**src/rtl/card_clk_pkg.sv**
```systemverilog
package card_clk_pkg;

    typedef enum logic [1:0] {
        CK_IDLE = 2'd0,
        CK_HIGH = 2'd1,
        CK_LOW  = 2'd2
    } ck_state_e;

endpackage

```
**src/rtl/clkdiv_cfg.sv**
```systemverilog
module clkdiv_cfg #(
    parameter int DIV_W  = 8,
    parameter int RATE_W = 8,
    parameter int TMO_W  = 16,
    localparam int HALF_W = DIV_W - 1
) (
    input  logic              clk,
    input  logic              rst_n,
    input  logic              wr_en,
    input  logic [DIV_W-1:0]  wr_div,
    input  logic [RATE_W-1:0] wr_rate,
    input  logic [TMO_W-1:0]  wr_tmo,
    input  logic              load,
    output logic [HALF_W-1:0] act_half,
    output logic [RATE_W-1:0] act_rate,
    output logic [TMO_W-1:0]  tmo_limit
);

    logic [HALF_W-1:0] raw_half;
    logic [HALF_W-1:0] legal_half;
    logic [HALF_W-1:0] pend_half;
    logic [RATE_W-1:0] pend_rate;

    // Halving drops bit 0, so odd values round down; a zero half becomes one.
    always_comb begin
        raw_half   = HALF_W'(wr_div >> 1);
        legal_half = (raw_half == '0) ? HALF_W'(1) : raw_half;
    end

    always_ff @(posedge clk or negedge rst_n) begin
        if (!rst_n) begin
            pend_half <= HALF_W'(1);
            pend_rate <= '0;
            tmo_limit <= '1;
        end else if (wr_en) begin
            pend_half <= legal_half;
            pend_rate <= wr_rate;
            tmo_limit <= wr_tmo;
        end
    end

    always_ff @(posedge clk or negedge rst_n) begin
        if (!rst_n) begin
            act_half <= HALF_W'(1);
            act_rate <= '0;
        end else if (load) begin
            act_half <= pend_half;
            act_rate <= pend_rate;
        end
    end

    a_r4_half_legal: assert property (@(posedge clk) disable iff (!rst_n)
        act_half != '0);

endmodule

```
**src/rtl/clkdiv_phase.sv**
```systemverilog
module clkdiv_phase #(
    parameter int HALF_W = 7,
    parameter int RATE_W = 8
) (
    input  logic              clk,
    input  logic              rst_n,
    input  logic              run,
    input  logic [HALF_W-1:0] half,
    input  logic [RATE_W-1:0] rate,
    output logic              phase_end
);

    logic [HALF_W-1:0] pre_cnt;
    logic [RATE_W-1:0] rate_cnt;
    logic              pre_last;

    always_comb begin
        pre_last  = (pre_cnt == half - HALF_W'(1));
        phase_end = run && pre_last && (rate_cnt == rate);
    end

    always_ff @(posedge clk or negedge rst_n) begin
        if (!rst_n) begin
            pre_cnt  <= '0;
            rate_cnt <= '0;
        end else if (!run || phase_end) begin
            pre_cnt  <= '0;
            rate_cnt <= '0;
        end else if (pre_last) begin
            pre_cnt  <= '0;
            rate_cnt <= rate_cnt + RATE_W'(1);
        end else begin
            pre_cnt  <= pre_cnt + HALF_W'(1);
        end
    end

    a_r2_prescale_bound: assert property (@(posedge clk) disable iff (!rst_n)
        run |-> (pre_cnt < half));

    a_r2_rate_bound: assert property (@(posedge clk) disable iff (!rst_n)
        run |-> (rate_cnt <= rate));

endmodule

```
**src/rtl/card_clk_divider.sv**
```systemverilog
module card_clk_divider
    import card_clk_pkg::*;
#(
    parameter int DIV_W  = 8,
    parameter int RATE_W = 8,
    parameter int TMO_W  = 16
) (
    input  logic              clk,
    input  logic              rst_n,
    input  logic              cfg_we,
    input  logic [DIV_W-1:0]  cfg_divide,
    input  logic [RATE_W-1:0] cfg_rate,
    input  logic [TMO_W-1:0]  cfg_timeout,
    input  logic              run_req,
    input  logic              cont_clk_en,
    output logic              sclk_o,
    output logic              rise_stb_o,
    output logic              fall_stb_o,
    output logic [TMO_W-1:0]  tmo_limit_o
);

    localparam int HALF_W = DIV_W - 1;

    ck_state_e         state, nxt;
    logic              go;
    logic              phase_end;
    logic              load;
    logic [HALF_W-1:0] act_half;
    logic [RATE_W-1:0] act_rate;

    assign go   = run_req || cont_clk_en;
    assign load = (state == CK_IDLE) || ((state == CK_HIGH) && phase_end);

    clkdiv_cfg #(.DIV_W(DIV_W), .RATE_W(RATE_W), .TMO_W(TMO_W)) u_cfg (
        .clk       (clk),
        .rst_n     (rst_n),
        .wr_en     (cfg_we),
        .wr_div    (cfg_divide),
        .wr_rate   (cfg_rate),
        .wr_tmo    (cfg_timeout),
        .load      (load),
        .act_half  (act_half),
        .act_rate  (act_rate),
        .tmo_limit (tmo_limit_o)
    );

    clkdiv_phase #(.HALF_W(HALF_W), .RATE_W(RATE_W)) u_phase (
        .clk       (clk),
        .rst_n     (rst_n),
        .run       (state != CK_IDLE),
        .half      (act_half),
        .rate      (act_rate),
        .phase_end (phase_end)
    );

    always_comb begin
        nxt = state;
        unique case (state)
            CK_IDLE: if (go)        nxt = CK_HIGH;
            CK_HIGH: if (phase_end) nxt = CK_LOW;
            CK_LOW:  if (phase_end) nxt = go ? CK_HIGH : CK_IDLE;
            default:                nxt = CK_IDLE;
        endcase
    end

    always_ff @(posedge clk or negedge rst_n) begin
        if (!rst_n) state <= CK_IDLE;
        else        state <= nxt;
    end

    always_ff @(posedge clk or negedge rst_n) begin
        if (!rst_n) begin
            sclk_o     <= 1'b0;
            rise_stb_o <= 1'b0;
            fall_stb_o <= 1'b0;
        end else begin
            sclk_o     <= (nxt == CK_HIGH);
            rise_stb_o <= (nxt == CK_HIGH) && (state != CK_HIGH);
            fall_stb_o <= (state == CK_HIGH) && (nxt != CK_HIGH);
        end
    end

    a_r10_rise_marks_edge: assert property (@(posedge clk) disable iff (!rst_n)
        $rose(sclk_o) |-> rise_stb_o);

    a_r10_fall_marks_edge: assert property (@(posedge clk) disable iff (!rst_n)
        $fell(sclk_o) |-> fall_stb_o);

    a_r10_rise_one_cycle: assert property (@(posedge clk) disable iff (!rst_n)
        rise_stb_o |=> !rise_stb_o);

    a_r6_idle_held_low: assert property (@(posedge clk) disable iff (!rst_n)
        (state == CK_IDLE && !go) |=> (!sclk_o && !rise_stb_o));

    a_r9_divisor_frozen_high: assert property (@(posedge clk) disable iff (!rst_n)
        (state == CK_HIGH && $past(state) == CK_HIGH) |-> ($stable(act_half) && $stable(act_rate)));

endmodule

```
**config.mk**
```make
export PLATFORM = sky130hd
export DESIGN_NAME = card_clk_divider
export DESIGN_NICKNAME = d
export VERILOG_FILES = /design/src/rtl/card_clk_pkg.sv /design/src/rtl/clkdiv_cfg.sv /design/src/rtl/clkdiv_phase.sv /design/src/rtl/card_clk_divider.sv
export SDC_FILE = /design/constraint.sdc
export NUM_CORES = 1
export LEC_CHECK = 0
export BUFFER_PORTS_ARGS = -buffer_cell sky130_fd_sc_hd__buf_4
export CORE_MARGIN = 5
export CORE_UTILIZATION = 60
export CTS_CLUSTER_SIZE = 30
export DETAILED_ROUTE_END_ITERATION = 12
export PLACE_DENSITY = 0.9
export SLEW_MARGIN = 10
export SYNTH_ARGS = -nofsm -noshare
export SYNTH_HDL_FRONTEND = slang
export SYNTH_HIERARCHICAL = 1
export SYNTH_SLANG_ARGS = --single-unit
```
**constraint.sdc**
```tcl
create_clock -name clk -period 5.6 [get_ports clk]
set_clock_uncertainty 0.15 [all_clocks]
set_input_delay 0.28 -clock clk [delete_from_list [all_inputs] [get_ports clk]]
set_output_delay 0.28 -clock clk [all_outputs]
set_load 0.03 [all_outputs]
```
; ---- Yosys cells after proc, flatten, opt, wreduce, memory -nomap -nowiden
; Index checks and enable logic that the tools add are counted.
[totals]
inputBits = 37
regBits = 66
output_inout_bits = 19
[op_classes]
muxes = 10
n_eq_ne = 7
reduce_logical = 13
n_addsub = 3
[ops]
columns = operator, n
row1 = $mux W7, 3
row2 = $mux W8, 2
row3 = $add A8 B1 Y8 const B, 1
row4 = $eq A8 B8 Y1, 1
row5 = $add A7 B1 Y7 const B, 1
row6 = $eq A7 B7 Y1, 1
row7 = $logic_not A7 Y1, 1
row8 = $sub A7 B1 Y7 const B, 1
row9 = $mux W2, 3
row10 = $pmux W2 S3, 1
row11 = $logic_and A1 B1 Y1, 5
row12 = $eq A2 B1 Y1 const B, 2
row13 = $ne A2 B1 Y1 const B, 2
row14 = $reduce_bool A2 Y1, 2
row15 = $logic_or A1 B1 Y1, 3
row16 = $eq A2 B2 Y1 const B, 1
row17 = $logic_not A2 Y1, 1
row18 = $logic_not A1 Y1, 1
row19 = $mux W1, 1

; ---- Depth between registers and ports, before layout
; Gate-level depths: netlist of run 1.
[depth]
depth_word = 8
ltp_mapped = 13
depth_no_buf = 10

; ---- Modules after synthesis
; Netlist of run 1, hierarchy kept.
[modules_own_cells]
columns = module, seq_area_each_um2, n_inst, cells_per_inst, area_each_um2
row1 = clkdiv_cfg, 1173.6, 1, 101, 1813.0
row2 = clkdiv_phase, 375.4, 1, 119, 1167.4
row3 = card_clk_divider, 125.1, 1, 16, 193.9

; ---- Worst setup path before layout of run 1
; No wires, ideal clock.
[synth_timing]
path_type = reg2reg
from = register u_cfg.act_half[0]
to = register u_cfg.act_half[1]
t_arrival_ns = 2.704
synth_period_minus_slack_ns = 2.979
required_ns = 5.325
stages_incl_launch_ff = 14
slack_ns = 2.621
cell_sequence = dfstp_2 > inv_1 > ha_1 > or2b_2 > a21oi_1 > o22ai_2 > or2_0 > buf_2 > and2b_1 > inv_1 > a21oi_1 > buf_2 > buf_6 > mux2_4
[synth_between]
elab_chain_cells = 6
[synth_lines]
columns = item, line_no
row1 = start: declaration, clkdiv_cfg.sv:14  ; output logic [HALF_W-1:0] act_half,
row2 = start signal: assignment, clkdiv_cfg.sv:47  ; act_half <= pend_half;
row3 = $sub A7 B1 Y7, clkdiv_phase.sv:18  ; pre_last = (pre_cnt == half - HALF_W'(1));
row4 = $eq A7 B7 Y1, clkdiv_phase.sv:18
row5 = $logic_and A1 B1 Y1 (2 in a row), clkdiv_phase.sv:19  ; phase_end = run && pre_last && (rate_cnt == rate);
row6 = named net phase_end, card_clk_divider.sv:26  ; logic phase_end;
row7 = $logic_and A1 B1 Y1, card_clk_divider.sv:32  ; assign load = (state == CK_IDLE) || ((state == CK_HIGH) && phase_end);
row8 = $logic_or A1 B1 Y1, card_clk_divider.sv:32
row9 = named net load, card_clk_divider.sv:27  ; logic load;
; The timed path passes the listed nets, and every way through them passes these cells.
; A chain may end at the register's enable or synchronous reset.

; ---- Worst setup path after layout of run 1
[layout_timing]
from = register u_cfg.act_half[0]
to = register u_cfg.act_half[4]
; Same word-level chain as after synthesis.

==> results of run 1 <==
## per-stage QoR
| stage | power (mW) | util, % | hold WS (ps) |
|---|---|---|---|
| floorplan | 1.140 | - | -165.6 |
| global placement | 1.218 | 69.72 | 262.0 |
| detailed placement | 1.250 | 69.72 | 265.0 |
| CTS | 1.621 | 73.52 | 17.24 |
| global route | 1.710 | 73.52 | 26.05 |
| finish | 1.618 | 73.52 | 23.93 |
## worst max-delay path, stage by stage, from the launching register on
cell,delay [ps]
dfstp_2,570
inv_1,60
ha_1,300
xor2_1,140
o211a_1,170
o211ai_1,310
or2_0,490
and2b_1,320
inv_1,90
a21oi_2,840
mux2_2,430
## metal layers
layer	wire length (um)	share of wire, %	track usage [%]	up-vias
met5	0	0	0	-
met4	105	1.7	10.13	0
met3	480	7.8	6.508	11
met2	3072	50	33.17	78
met1	2530	41	25.47	1027
li1	-	-	-	969
## cells in the final DEF, fill, tap and decap left out, drive strengths merged, types with 4 or more instances in the layout
cell type and instances:
xor2 14, a31oi 5, nand3b 4, mux2 46, xnor2 7, dfstp 18, and3 8, nor2 12
nand2 4, clkbuf 15, buf 54, nor4 4, dfrtp 48, o311ai 5
## power breakdown
group | internal [mW] | total [mW] | leakage [nW] | switching [mW]
combinational | 0.277 | 0.537 | 0.815 | 0.260
sequential | 0.599 | 0.714 | 0.779 | 0.115
clock | 0.198 | 0.367 | 0.0900 | 0.169
total | 1.07 | 1.62 | 1.68 | 0.544
## cell families after synthesis
kind of cell             after synthesis
adder cells (fa/ha/maj)                3
AND/OR/NAND/NOR                       51
buffers and inverters                 15
XOR/XNOR                              22
multiplexers                          46
AO/OA/AOI/OAI                         33
flip-flops                            66
## registers in the layout (all words and copies together) (netlist names)
signal	count
state	2
u_cfg/act_half	7
u_cfg/act_rate	8
fall_stb_o	1
u_cfg/pend_half	7
u_cfg/tmo_limit	16
u_phase/rate_cnt	8
u_phase/pre_cnt	7
sclk_o	1
u_cfg/pend_rate	8
rise_stb_o	1
## what timing repair did
| action | 4_1_cts | 5_1_grt |
|---|---|---|
| hold buffers | 1 | 0 |
| hold endpoints to repair | 48 | 0 |
| gates resized for setup | 0 | 0 |
## cell type report
type                       instances  area (sq um)  area share [%]
sequential                        66          1674           44.59
multi-input combinational        155          1383           36.82
timing repair buffer              55         415.4           11.06
clock buffer                      15         176.4           4.698
tap                               70         87.58           2.333
inverter                           3         11.26          0.2999
clock inverter                     1         7.507          0.1999
## worst max-delay path by stage
stage / start / to / slack (ps) / cells after the start
finish: u_cfg/act_half[0] / u_cfg/act_half[4] / 1610 / 10
floorplan: u_cfg/act_half[0] / u_cfg/act_half[1] / 2620 / 13
global route: u_cfg/act_half[0] / u_cfg/act_rate[0] / 1410 / 10
global placement: u_cfg/act_half[0] / u_cfg/act_half[5] / 1810 / 10
CTS: u_cfg/act_half[0] / u_cfg/act_half[4] / 1630 / 10
detailed placement: u_cfg/act_half[0] / u_cfg/act_half[4] / 1680 / 10
==> run summary, run 1 <==
Ant diodes: 0
Initial antenna violation count: 0
Drt first-iter violations: 257
CP startpoint kind: flip-flop
Core area: 0.005107 sq mm
Placed cell count: 348
Area share of the largest cell type after synthesis: 37.84%
Syn Area/Cell: 13.45 sq um
Hold Path Sink: u_cfg/pend_rate[5]
Fmax: 250.4 MHz
FF-to-FF path depth: 10
Hold depth: 2
First-pass GRT wire length: 10520 um
IO buf count: 54
# clock sinks: 66
Final period util: 71.31%
XOR/XNOR Fraction of Synth Area: 6.504%
RePlAce Congestion: 0.8839
Register area share after synthesis: 52.74%
Yosys cell types: 54
Final setup violating endpoints: 0
Compound-cell area share of the yosys netlist: 8.080%
H-tree depth: 3
Adder-Cell Fraction of Synth Area: 1.182%
Layout cells sized above 1: 47.46%
Final hold viol count: 0
Clock buffer depth: 2
Least-Margin Pin Slew: 1064 ps
Top-count cell post-synth: dfrtp_1
Fillers: 324
DR DRC count: 0
TritonCTS buffer count: 9
Max Fanout on Critical Path: 15
RR Startpoint: u_cfg/act_half[0]
Clock root buffer master: clkbuf_8
Hold Path Origin: cfg_rate[5]
Non-Filler Instances: 365
Vias per cell: 5.712
Clock Pin Slew Worst Setup and Hold Paths: 70 ps
CP arrival: 4060 ps
Max-slew violations: 0
Total track usage: 20.74%
Place WS: 1676 ps
Fin worst setup slack: 1606 ps
Antenna Violating Nets Remaining: 0
Mean routed wirelength per cell: 16.96 um
Pwr/cell area: 430.9 mW/mm^2
Post-Synthesis Cells: 236
Yosys Warn Count: 6
Detailed placement HPWL: 4329 um
Row cnt: 26
Largest net degree at the start of global routing: 67
Post-Synth Simple-Gate Area: 10.05%
Net Count, Synth: 276
R2R Setup Slk: 1610 ps
RR Endpoint: u_cfg/act_half[4]
Layout area overhead: 18.29%
Design area: 0.003755 sq mm
Starting density of the core: 62.15%
Nets: 330
Post-synth EDFFs: 0
Vias in the first global route: 2206
RSZ-0062 raised after global routing: false
Total die area: 0.006845 sq mm
DRT Pass-1 Iters: 4
Top cells by count, synth: 48 x dfrtp_1, 35 x mux2_2, 18 x dfstp_2, 14 x xor2_1
CP Capture Type: flip-flop
Via Count: 2085
Grt ovf: 0
Clk_lat worst skew: 340 ps
Final worst path period need: 3994 ps
Placed inst area: 0.003561 sq mm
Max_cap viols: 0
Synth Cell Area: 0.003174 sq mm
Width of the die: 82.74 um
Ports: 56
Area contributors post-synth: dfrtp_1 38%, dfstp_2 15%, mux2_2 12%
Lkg Pwr: 1.684 nW
CTS tree: yes
Status: complete, no violations
Hold/Removal Path Class: in -> reg
Critical path type: reg -> reg
Top_reg_cell synth: dfrtp_1
Max transition margin: 29.04%
Critical Path RT: 5670 ps
#FFs+latches synth: 66
Post-synthesis mux area share: 17.62%
Ys async rst share: 100.0%
Worst vdd ir: 0.0002839 V
Setup tns final: 0 ps
Die Ht: 82.74 um
Area leader, netlist: dfrtp_1
Largest family of logic cells by synthesized area: multiplexers
WL final: 6189 um
Post-CTS Setup Inserts: 0
(Power assumes the default switching activity.)
==> inputs of run 2 (changes only) <==
- CORE_UTILIZATION: 60 -> 56
- PLACE_DENSITY: 0.9 -> 0.85
- clock period: 5.6 -> 3.8 ns (I/O delays scaled with it)
==> run summary, run 2 (synthesized netlist as in run 1, its figures left out) <==
Starting density of the core: 57.65% (-4.5 points)
Max-slew violations: 0 (unchanged)
Row cnt: 27 (+3.8%)
FF-to-FF path depth: 11 (+1)
CP Capture Type: flip-flop
Util after Layout: 75.07% (+1.6 points)
DR top layer: met4
Ant diodes: 0 (unchanged)
CTS tree: yes
Most common cell after layout, fill and taps aside: buf_4
Biggest register: u_cfg/tmo_limit
Hold/Removal Path Class: in -> reg
Ports: 56 (unchanged)
TritonCTS buffer count: 9 (unchanged)
Fmax: 305.8 MHz (+22%)
RR Startpoint: u_cfg/act_half[0]
Nets: 366 (+11%)
H-tree depth: 3 (unchanged)
Met3 WL: 561 um (+17%)
Total die area: 0.007274 sq mm (+6.3%)
First-pass GRT wire length: 12900 um (+23%)
Layout cells sized above 1: 43.50% (-4.0 points)
Worst vdd ir: 0.0004649 V (+64%)
PostCTS Resize Cnt: 0 (unchanged)
Critical path type: reg -> reg
Total chip power: 2.532 mW (+57%)
Crit path launch: u_cfg/act_half[0]
Total track usage: 22.80% (+2.1 points)
Pwr/cell area: 612.5 mW/mm^2 (+42%)
Least-Margin Pin Slew: 789.6 ps (-274.9 ps)
Initial antenna violation count: 0 (unchanged)
Max FFs per register: 16 (unchanged)
Largest net degree at the start of global routing: 67 (unchanged)
WL final: 7627 um (+23%)
Vias per cell: 5.665 (-0.83%)
R2R Setup Slk: 530 ps (-1080 ps)
Commonest cells after routing, fill and taps aside: 57 x buf_4, 48 x dfrtp_1, 35 x mux2_2, 34 x dlygate4sd3_1, 18 x dfstp_2
Critical Path, Cell by Cell: inv_1 -> ha_1 -> or2b_2 -> a21oi_1 -> o22ai_2 -> or2_0 -> and2b_1 -> inv_1 -> a21oi_2 -> buf_4 -> mux2_2
Critical Path RT: 3880 ps (-1790 ps)
DRT met1 WL: 3199 um (+26%)
Final worst path period need: 3270 ps (-723.6 ps)
IO buf count: 54 (unchanged)
Core area: 0.005507 sq mm (+7.8%)
Antenna Violating Nets Remaining: 0 (unchanged)
Lkg Pwr: 1.850 nW (+9.8%)
Clk_lat worst skew: 340 ps (about the same)
Drt first-iter violations: 229 (-11%)
Clock root buffer master: clkbuf_8
Status: complete, no violations
Placed cell count: 353 (+1.4%)
Setup crit end: u_cfg/act_half[6]
Via Count: 2283 (+9.5%)
Detailed placement HPWL: 4041 um (-6.6%)
Die Ht: 85.29 um (+3.1%)
CP startpoint kind: flip-flop
Final hold viol count: 0 (unchanged)
Final period util: 86.05% (+15 points)
Non-Filler Instances: 403 (+10%)
Max Fanout on Critical Path: 15 (unchanged)
Final hold slack: 49.93 ps (+26.00 ps)
RSZ-0062 raised after global routing: false
Crit-path max cell delay: 580 ps (-260 ps)
Final setup violating endpoints: 0 (unchanged)
Layout area overhead: 30.23%
Met2 WL: 3642 um (+19%)
Clock Pin Slew Worst Setup and Hold Paths: 70 ps (about the same)
Design area: 0.004134 sq mm (+10%)
Fin worst setup slack: 530.0 ps (-1076 ps)
Placed inst area: 0.003586 sq mm (+0.70%)
RR Endpoint: u_cfg/act_half[6]
DRT Pass-1 Iters: 4 (unchanged)
Max transition margin: 47.36% (+18 points)
Vias in the first global route: 2549 (+16%)
Max_cap viols: 0 (unchanged)
Mean routed wirelength per cell: 18.93 um (+12%)
RePlAce Congestion: 0.8226 (-6.9%)
# clock sinks: 66 (unchanged)
DR DRC count: 0 (unchanged)
Grt ovf: 0 (unchanged)
Setup tns final: 0 ps (unchanged)
Place WS: 649.6 ps (-1026 ps)
Critical Path Slowest Stage Cell: dfstp_2
CP arrival: 3350 ps (-710 ps)
Width of the die: 85.29 um (+3.1%)
Most frequent CP cell: inv_1
Clock buffer depth: 2 (unchanged)
## run 2: cell count changes in the layout (fill, tap and decap cells not counted), sizes merged
cell	delta
clkinvlp	-1
dlygate4sd3	+33
clkbuf	-1
clkinv	+1
bufinv	+1
buf	+3
## run 2: layer usage
layer  global-route usage, %  up-vias
met1                   28.19     1108
met4                   8.921        0
met5                       0        -
met2                   36.86      109
li1                        -     1039
met3                   7.670       27
## run 2: cell type report
cell class              instances  area (sq um)
flip-flops and latches         66          1674
multi-input cells             155          1383
fillers                       282          1373
repair buffers                 91         768.2
clock buffers                  14         172.7
well taps                      72         90.09
clock inverters                 2         35.03
inverters                       3         11.26
## run 2: critical path, delay by kind of cell, from the launching register on
| kind | cells | cell delay [ps] |
|---|---|---|
| and+or+nand+nor | 3 | 820 |
| DFF | 1 | 580 |
| AOI/OAI and AO/OA | 3 | 530 |
| buffers and inverters | 3 | 450 |
| muxes | 1 | 380 |
| adders and majority gates | 1 | 230 |
## run 2: repair_timing
item | in CTS | in global routing
buffers inserted | 0 | 0
endpoints found under the hold margin | 82 | 0
hold buffers | 34 | 0
## run 2: how the worst min path moves through the flow
stage	start	to	slack [ps]	depth (start not counted)
after floorplan	rst_n	fall_stb_o	-260	0
after global placement	rst_n	u_cfg/pend_rate[4]	180	1
after detailed placement	rst_n	u_cfg/pend_rate[7]	180	1
after CTS	cfg_divide[1]	u_cfg/pend_half[0]	7	3
after global routing	cfg_divide[1]	u_cfg/pend_half[0]	50	3
final	cfg_divide[1]	u_cfg/pend_half[0]	50	3
## run 2: report_power, final
part / leakage (nW) / internal (mW) / switching (mW)
registers: 0.779 / 0.883 / 0.176
clock network: 0.107 / 0.357 / 0.260
logic: 0.964 / 0.440 / 0.416
total: 1.85 / 1.68 / 0.852
